**src/rtl/irq_vec_pkg.sv**
```systemverilog
package irq_vec_pkg;
  typedef enum logic [2:0] {
    ST_IDLE,
    ST_WAIT,
    ST_HALT,
    ST_LOAD,
    ST_RELEASE
  } seq_state_e;
endpackage

```
**src/rtl/irq_pend_latch.sv**
```systemverilog
module irq_pend_latch #(
  parameter int unsigned NUM_HW = 8,
  parameter int unsigned NUM_W  = 8
) (
  input  logic              clk_i,
  input  logic              rst_ni,
  input  logic              en_i,
  input  logic [NUM_HW-1:0] hw_req_i,
  input  logic [NUM_HW-1:0] hw_clr_i,
  input  logic              sw_req_i,
  input  logic [NUM_W-1:0]  sw_num_i,
  input  logic              sw_clr_i,
  output logic [NUM_HW-1:0] hw_pend_o,
  output logic              sw_pend_o,
  output logic [NUM_W-1:0]  sw_num_o
);
  logic [NUM_HW-1:0] hw_pend_q;
  logic              sw_v_q;
  logic [NUM_W-1:0]  sw_num_q;

  // set wins over clear so a fresh pulse during completion is kept
  always_ff @(posedge clk_i or negedge rst_ni) begin
    if (!rst_ni) hw_pend_q <= '0;
    else         hw_pend_q <= (hw_pend_q & ~hw_clr_i) | (hw_req_i & {NUM_HW{en_i}});
  end

  always_ff @(posedge clk_i or negedge rst_ni) begin
    if (!rst_ni) begin
      sw_v_q   <= 1'b0;
      sw_num_q <= '0;
    end else if (sw_req_i && en_i && (!sw_v_q || sw_clr_i)) begin
      sw_v_q   <= 1'b1;
      sw_num_q <= sw_num_i;
    end else if (sw_clr_i) begin
      sw_v_q   <= 1'b0;
    end
  end

  assign hw_pend_o = hw_pend_q;
  assign sw_pend_o = sw_v_q;
  assign sw_num_o  = sw_num_q;
endmodule

```
**src/rtl/irq_prio_pick.sv**
```systemverilog
module irq_prio_pick #(
  parameter int unsigned NUM_HW = 8,
  localparam int unsigned IDX_W = (NUM_HW > 1) ? $clog2(NUM_HW) : 1
) (
  input  logic [NUM_HW-1:0] pend_i,
  output logic              any_o,
  output logic [IDX_W-1:0]  idx_o
);
  always_comb begin
    idx_o = '0;
    for (int i = NUM_HW - 1; i >= 0; i--) begin
      if (pend_i[i]) idx_o = IDX_W'(i);
    end
  end
  assign any_o = |pend_i;
endmodule

```
**src/rtl/irq_seq_fsm.sv**
```systemverilog
module irq_seq_fsm
  import irq_vec_pkg::*;
(
  input  logic clk_i,
  input  logic rst_ni,
  input  logic start_i,
  input  logic insn_done_i,
  output logic accept_o,
  output logic halt_o,
  output logic load_o,
  output logic done_o,
  output logic busy_o
);
  seq_state_e state_q, state_d;

  always_comb begin
    state_d = state_q;
    unique case (state_q)
      ST_IDLE:    if (start_i) state_d = ST_WAIT;
      ST_WAIT:    if (insn_done_i) state_d = ST_HALT;
      ST_HALT:    state_d = ST_LOAD;
      ST_LOAD:    state_d = ST_RELEASE;
      ST_RELEASE: state_d = ST_IDLE;
      default:    state_d = ST_IDLE;
    endcase
  end

  always_ff @(posedge clk_i or negedge rst_ni) begin
    if (!rst_ni) state_q <= ST_IDLE;
    else         state_q <= state_d;
  end

  assign accept_o = (state_q == ST_IDLE) && start_i;
  assign halt_o   = (state_q == ST_HALT) || (state_q == ST_LOAD);
  assign load_o   = (state_q == ST_LOAD);
  assign done_o   = (state_q == ST_RELEASE);
  assign busy_o   = (state_q != ST_IDLE);
endmodule

```
**src/rtl/irq_vec_ctrl.sv**
```systemverilog
module irq_vec_ctrl #(
  parameter int unsigned NUM_HW  = 8,
  parameter int unsigned VEC_W   = 16,
  parameter int unsigned NUM_W   = 8,
  parameter logic [VEC_W-NUM_W-1:0] SW_PAGE = 'hFE
) (
  input  logic                    clk_i,
  input  logic                    rst_ni,
  input  logic                    irq_en_i,
  input  logic [NUM_HW-1:0]       hw_req_i,
  input  logic                    sw_req_i,
  input  logic [NUM_W-1:0]        sw_num_i,
  input  logic                    insn_done_i,
  input  logic [NUM_HW*VEC_W-1:0] hw_vec_i,
  output logic                    halt_o,
  output logic                    pc_load_o,
  output logic [VEC_W-1:0]        pc_vec_o
);
  localparam int unsigned IDX_W = (NUM_HW > 1) ? $clog2(NUM_HW) : 1;
  localparam logic [NUM_W-1:0] HW_LIM = NUM_W'(NUM_HW);

  logic [VEC_W-1:0]  hw_vec_a [NUM_HW];
  logic [NUM_HW-1:0] hw_pend, hw_clr;
  logic              sw_pend, sw_clr;
  logic [NUM_W-1:0]  sw_num;
  logic              hw_any;
  logic [IDX_W-1:0]  hw_idx;
  logic              start, accept, done, busy;
  logic [VEC_W-1:0]  sw_vec, sel_vec;
  logic              src_hw_q;
  logic [IDX_W-1:0]  src_idx_q;
  logic [VEC_W-1:0]  vec_q;

  for (genvar g = 0; g < NUM_HW; g++) begin : g_vec
    assign hw_vec_a[g] = hw_vec_i[g*VEC_W +: VEC_W];
  end

  irq_pend_latch #(.NUM_HW(NUM_HW), .NUM_W(NUM_W)) u_pend (
    .clk_i     (clk_i),
    .rst_ni    (rst_ni),
    .en_i      (irq_en_i),
    .hw_req_i  (hw_req_i),
    .hw_clr_i  (hw_clr),
    .sw_req_i  (sw_req_i),
    .sw_num_i  (sw_num_i),
    .sw_clr_i  (sw_clr),
    .hw_pend_o (hw_pend),
    .sw_pend_o (sw_pend),
    .sw_num_o  (sw_num)
  );

  irq_prio_pick #(.NUM_HW(NUM_HW)) u_pick (
    .pend_i (hw_pend),
    .any_o  (hw_any),
    .idx_o  (hw_idx)
  );

  assign start = irq_en_i && (hw_any || sw_pend);

  irq_seq_fsm u_fsm (
    .clk_i       (clk_i),
    .rst_ni      (rst_ni),
    .start_i     (start),
    .insn_done_i (insn_done_i),
    .accept_o    (accept),
    .halt_o      (halt_o),
    .load_o      (pc_load_o),
    .done_o      (done),
    .busy_o      (busy)
  );

  // low software numbers alias the hardware entries
  always_comb begin
    if (sw_num < HW_LIM) sw_vec = hw_vec_a[sw_num[IDX_W-1:0]];
    else                 sw_vec = {SW_PAGE, sw_num};
  end

  assign sel_vec = hw_any ? hw_vec_a[hw_idx] : sw_vec;

  always_ff @(posedge clk_i or negedge rst_ni) begin
    if (!rst_ni) begin
      src_hw_q  <= 1'b0;
      src_idx_q <= '0;
      vec_q     <= '0;
    end else if (accept) begin
      src_hw_q  <= hw_any;
      src_idx_q <= hw_idx;
      vec_q     <= sel_vec;
    end
  end

  assign hw_clr   = (done && src_hw_q) ? (NUM_HW'(1) << src_idx_q) : '0;
  assign sw_clr   = done && !src_hw_q;
  assign pc_vec_o = vec_q;
endmodule

```
**config.mk**
```make
export PLATFORM = sky130hd
export DESIGN_NAME = irq_vec_ctrl
export DESIGN_NICKNAME = d
export VERILOG_FILES = /design/src/rtl/irq_vec_pkg.sv /design/src/rtl/irq_pend_latch.sv /design/src/rtl/irq_prio_pick.sv /design/src/rtl/irq_seq_fsm.sv /design/src/rtl/irq_vec_ctrl.sv
export SDC_FILE = /design/constraint.sdc
export NUM_CORES = 1
export LEC_CHECK = 0
export BUFFER_PORTS_ARGS = -buffer_cell sky130_fd_sc_hd__buf_2
export CORE_MARGIN = 2
export CORE_UTILIZATION = 45
export DETAILED_ROUTE_END_ITERATION = 8
export MAX_ROUTING_LAYER = met4
export PLACE_DENSITY = 0.77
export SKIP_CTS_REPAIR_TIMING = 1
export SLEW_MARGIN = 20
export SYNTH_ARGS = -nofsm -noshare
export SYNTH_HDL_FRONTEND = slang
export SYNTH_SLANG_ARGS = --single-unit
```
**constraint.sdc**
```tcl
create_clock -name clk_i -period 5.5 [get_ports clk_i]
set_input_delay 1.375 -clock clk_i [delete_from_list [all_inputs] [get_ports clk_i]]
set_output_delay 1.375 -clock clk_i [all_outputs]
set_load 0.02 [all_outputs]
```
==> metrics.md, run 1 <==
| Metric | Value |
|---|---|
| Die Width | 94.7 um |
| Layout cells sized above 1 | 47.0% |
| Most frequent cell after synthesis | dfrtp_1 |
| Clock sink count | 40 |
| DP Worst Slack | 1.86 ns |
| Number of synthesized flops with an enable pin | 0 |
| Input/output buffers | 166 |
| WP buf/inv | 0 |
| Initial antenna violation count | 0 |
| Vias in the first global route | 3790 |
| Synth top area share | between 20% and 30% |
| Vias per cell | 6.46 |
| Post-route DRC | 0 |
| Crit Path Class | flip-flop to flip-flop |
| CP arrival | around 3.5 ns |
| Fill count | 753 |
| Core area | 0.00809 mm^2 |
| Detail Route Antenna Nets | 0 |
| Starting density of the core | a little under half |
| Post-DP Area | 0.00453 mm^2 |
| Worst-path clk slew | 0.09 ns |
| Hold Crit Class | flip-flop to flip-flop |
| Highest clock rate | 297 MHz |
| Final instance area | 0.00463 mm^2 |
| Clk_skew | 0.0135 ns |
| Area growth from synthesis to layout | 25.1% |
| Worst Slack Setup Final | 2.14 ns |
| Clk root buf | clkbuf_8 |
| Gate Count Post-Synth | 343 |
| GP Congestion | 0.909 |
| Cell family with most CP delay | compound AO/OA/AOI/OAI gates |
| Reg-to-reg startpoint | u_pend.hw_pend_o[0] |
| Critical Path End Type | flip-flop |
| Hold Fails Final Rpt | 0 |
| WL per Instance | 20.7 um |
| Synthesized Nets | slightly below 500 |
| VDD IR-drop max | around 0.20 mV |
| Num CTS Buffers | 5 |
| Ys flop type | dfrtp_1 |
| Leakage | ~1.9 nW |
| Max-slew violations | 0 |
| Unrepaired setup endpoints after global routing | false |
| Chip Height | 94.7 um |
| Clock Latency Late Sink | about 0.30 ns |
| Hold_ws | 0.523 ns |
| FF-to-FF setup slack | 2.14 ns |
| Via Count | 3859 |
| Startpoint Class | flip-flop |
| WP data required | 5.68 ns |
| Power Density | 391 mW/mm^2 |
| Status | finished clean |
| First-pass GRT wire length | 18800 um |
| Antenna diodes | 0 |
| Seq/Total Area, Yosys | 27.0% |
| Worst Tran Pin Value | 0.960 ns |
| Max stage delay on crit path | 0.90 ns |
| Synth area leader | dfrtp_1 |
| Crit Reg-Reg Endpoint | pc_vec_o[8] |
| Fin util | 57.2% |
| Total track usage | between 20% and 30% |
| Finished Layout Cells | 597 |
| Ys async rst share | 100% |
| Ys Warns | 0 |
| IO Count | 167 |
| CP max FO | 17 |
| Setup TNS | 0 ns |
| Cell variety after synth | 53 |
| 1st-pass router iterations | 6 |
| Slew HR | 35.5% |
| Final period util | ~60% |
| FF-to-FF path depth | 5 |
| DP Wirelength | just under 10000 um |
| Placed insts | 589 |
| Final setup vio count | 0 |
| Slowest CP cell | o21ai_1 |
| Largest net degree at the start of global routing | 41 |
| Critical Path End | pc_vec_o[8] |
| Routed WL | between 10000 and 15000 um |
| H-tree Lvls | 2 |
| Cell Area, Synth | 0.00370 mm^2 |
| CP Depth | 5 |
| Power, Total | between 1.5 and 2 mW |
| Die area | ~0.009 mm^2 |
| DR iter-0 viols | between 300 and 400 |
| Min Tclk post-route | approximately 3.4 ns |
| Synth Area per Inst | ~11 um^2 |
| Rows | 33 |
| CP Cell Sequence | nor4_4, nand2_1, o21ai_1, o41ai_1, a211o_1 |
| Area contributors post-synth | dfrtp_1 27%, mux4_2 23%, mux2i_1 8.7% |
| Grt ovf | 0 |
| Longest Clk Path Bufs | 2 |
| Final net count | 640 |
| Post-synth top cells | 40 x dfrtp_1, 37 x mux4_2, 36 x nand2_1, 32 x mux2i_1, 21 x nor2_1 |
| CTS tree | done |
| Max-Cap Viols | 0 |
| Register bit total from synthesis | 40 |
| CP startpoint | u_pend.hw_pend_o[0] |
[final cells by class]
type	instances	area, um^2	area share (%)
flip-flops and latches	40	1000	21.6
repair buffers	168	846	18.3
well taps	105	131	2.84
clock buffers	6	72.6	1.57
inverters	3	11.3	0.243
clock inverters	2	16.3	0.351
multi-input cells	273	2550	55.1
[cell usage in the layout (no fill, tap or decap), types with 5 or more instances in the layout]
cell type	netlist	final
clkbuf_8	0	5
nor2_1	21	20
buf_2	10	166
nand2_1	36	36
mux2i_1	32	32
a21oi_1	10	10
mux2_2	11	11
mux4_2	37	37
a221oi_1	6	6
dfrtp_1	40	39
o22ai_1	8	8
o211ai_1	7	7
o21ai_0	16	16
a22o_1	12	12
o22a_1	7	7
a222oi_1	8	8
[worst min-delay path by stage]
stage / start / end / depth (start not counted)
3_3_place_gp: pc_vec_o[10] / pc_vec_o[10] / 2
6_report: pc_vec_o[2] / pc_vec_o[2] / 1
4_1_cts: pc_vec_o[2] / pc_vec_o[2] / 1
5_1_grt: pc_vec_o[10] / pc_vec_o[10] / 2
2_1_floorplan: src_idx_q[2] / src_idx_q[2] / 2
3_5_place_dp: src_idx_q[2] / src_idx_q[2] / 2
[cells by family (layout without fill, tap and decap cells)]
group	after synthesis	count (layout)	share of synthesized area, %
and+or+nand+nor	89	89	11.8
muxes	84	84	36.1
buffers and inverters	30	179	4.70
AOI/OAI and AO/OA	100	100	20.4
DFF	40	40	27.0
[report_power, final]
part | switching (mW) | internal [mW] | total [mW]
combinational | 0.467 | 0.533 | 1.00
sequential | 0.209 | 0.400 | 0.609
clock | 0.110 | 0.0904 | 0.201
total | 0.786 | 1.02 | 1.81
[routing by layer]
layer  vias up  share of wire (%)  global-route usage [%]
met5         -                  0                       -
li1       1709                  -                       -
met3        24                 10                    3.35
met4         0                2.2                    7.37
met1      1873                 39                    36.1
met2       253                 49                    47.5
[registers in the layout (all words and copies together) (netlist names)]
register / flops
u_pend.hw_pend_o: 8
u_pend.sw_num_o: 8
src_idx_q: 3
pc_vec_o: 16
u_pend.sw_pend_o: 1
src_hw_q: 1
u_fsm.state_q: 3
(Power assumes the default switching activity.)
==> run 2, diff against run 1 <==
==> constraint.sdc (replaced) <==
create_clock -name clk_i -period 3.3 [get_ports clk_i]
set_input_delay 0.825 -clock clk_i [delete_from_list [all_inputs] [get_ports clk_i]]
set_output_delay 0.825 -clock clk_i [all_outputs]
set_load 0.02 [all_outputs]
==> metrics.md, run 2 (same netlist as run 1, synthesis figures left out) <==
| Metric | Value |
|---|---|
| Status | finished clean |
| Rows | 33 (unchanged) |
| Initial antenna violation count | 0 (unchanged) |
| Final net count | 643 (+0.47%) |
| Longest Clk Path Bufs | 2 (unchanged) |
| Setup TNS | 0 ns (unchanged) |
| Worst-path clk slew | 0.09 ns (about the same) |
| Vias in the first global route | 3792 (+0.053%) |
| CP arrival | 3.05 ns (-0.49 ns) |
| Routed WL | 12300 um (-0.32%) |
| Highest clock rate | 353 MHz (+19%) |
| FF-to-FF path depth | 6 (+1) |
| Most frequent cells in the layout | 166 x buf_2, 39 x dfrtp_1, 37 x mux4_2, 36 x nand2_1, 32 x mux2i_1 |
| Clk_skew | 0.00778 ns (-0.00575 ns) |
| Min Tclk post-route | 2.83 ns (-0.531 ns) |
| CP startpoint | u_pend.hw_pend_o[0] |
| Layout cells sized above 1 | 47.3% (+0.32 points) |
| DP Worst Slack | 0.538 ns (-1.32 ns) |
| Chip Height | 94.7 um (unchanged) |
| Power, Total | 3.12 mW (+72%) |
| Die Width | 94.7 um (unchanged) |
| DP Wirelength | 9690 um (+0.47%) |
| Fill count | 739 (-1.9%) |
| Die area | 0.00897 mm^2 (unchanged) |
| First-pass GRT wire length | 18900 um (+0.40%) |
| Clock Latency Late Sink | 0.30 ns (about the same) |
| Leakage | 1.94 nW (+0.79%) |
| Max reg flops | 16 (unchanged) |
| Vias per cell | 6.48 (+0.17%) |
| Hold depth | 1 (unchanged) |
| Final period util | 85.8% (+25 points) |
| WP data required | 3.52 ns (-2.16 ns) |
| Worst Tran Pin Value | 1.06 ns (+0.101 ns) |
| Post-route DRC | 0 (unchanged) |
| CTS tree | done |
| IO Count | 167 (unchanged) |
| Final setup vio count | 0 (unchanged) |
| Power Density | 667 mW/mm^2 (+71%) |
| Commonest non-fill, non-tap cell in the layout | buf_2 |
| Slew HR | 28.7% (-6.9 points) |
| CP max FO | 17 (unchanged) |
| Hold Fails Final Rpt | 0 (unchanged) |
| Hold path startpoint | pc_vec_o[12] |
| Clock sink count | 40 (unchanged) |
| Crit Path Class | flip-flop to flip-flop |
| Total track usage | 28.2% (+0.030 points) |
| VDD IR-drop max | 0.270 mV (+35%) |
| Unrepaired setup endpoints after global routing | false |
| Critical Path End Type | flip-flop |
| Grt ovf | 0 (unchanged) |
| Core area | 0.00809 mm^2 (unchanged) |
| Startpoint Class | flip-flop |
| WL per Instance | 20.5 um (-0.82%) |
| DR iter-0 viols | 352 (+6.7%) |
| Num CTS Buffers | 5 (unchanged) |
| Hold Crit Class | flip-flop to flip-flop |
| Clk root buf | clkbuf_8 |
| Max-Cap Viols | 0 (unchanged) |
| Max-slew violations | 0 (unchanged) |
| Detail Route Antenna Nets | 0 (unchanged) |
| H-tree Lvls | 2 (unchanged) |
| Input/output buffers | 166 (unchanged) |
| Antenna diodes | 0 (unchanged) |
| Via Count | 3885 (+0.67%) |
| Largest net degree at the start of global routing | 41 (unchanged) |
| Reg-to-reg startpoint | u_pend.hw_pend_o[0] |
| 1st-pass router iterations | 8 (+2) |
| GP Congestion | 0.957 (+5.3%) |
| Worst Slack Setup Final | 0.468 ns (-1.67 ns) |
| Starting density of the core | 45.7% (unchanged) |
| Area growth from synthesis to layout | 26.2% |
[run 2: cell count changes in the layout (fill, tap and decap cells not counted)]
cell        change
buf_4           +3
bufinv_16       +1
clkbuf_1        -1
clkinv_4        +1
clkinvlp_4      -1
nor2_1          +1
nor2_2          -1
nor4_2          +1
nor4_4          -1
[run 2: cell type report]
| cell class | instances | area [um^2] | share of cell area (%) |
|---|---|---|---|
| clock buffer | 5 | 68.8 | 1.47 |
| timing repair buffer | 171 | 868 | 18.6 |
| sequential | 40 | 1000 | 21.5 |
| clock inverter | 3 | 47.5 | 1.02 |
| multi-input combinational | 273 | 2540 | 54.4 |
| tap | 105 | 131 | 2.81 |
| inverter | 3 | 11.3 | 0.241 |
[run 2: worst paths after layout]
path                                        to  slack (ns)
setup / recovery                   pc_vec_o[9]        0.47
hold / removal                    pc_vec_o[12]        0.53
setup reg to reg                   pc_vec_o[9]        0.47
hold reg to reg                   pc_vec_o[12]        0.53
max in group asynchronous   u_pend.sw_num_o[0]        2.04
min in group asynchronous  u_pend.hw_pend_o[5]        0.65
[run 2: power by group]
part / internal [mW] / switching (mW) / total (mW)
logic: 0.899 / 0.766 / 1.66
registers: 0.666 / 0.367 / 1.03
clock network: 0.228 / 0.190 / 0.418
[run 2: stage by stage]
stage          hold WS, ns  cells  cell area, um^2  utilization, %
2_1_floorplan        0.451    343             3700               -
3_3_place_gp         0.489    592             4550            56.3
3_5_place_dp         0.506    592             4550            56.3
4_1_cts              0.526    600             4670            57.7
5_1_grt              0.543    600             4670            57.7
6_report             0.527    600             4670            57.7
[run 2: critical path: stages (launching register included)]
cell	delay [ns]
dfrtp_1	0.63
nor4_2	0.90
nand2_1	0.20
o21ai_1	0.52
buf_4	0.26
a21oi_1	0.06
a31oi_1	0.18
[run 2: per-layer routing]
metal / global-route usage, % / up-vias / routed length, um
met5: - / - / 0
met3: 3.11 / 16 / 1150
li1: - / 1715 / -
met2: 46.4 / 253 / 6180
met4: 8.09 / 0 / 180
met1: 37.0 / 1901 / 4800
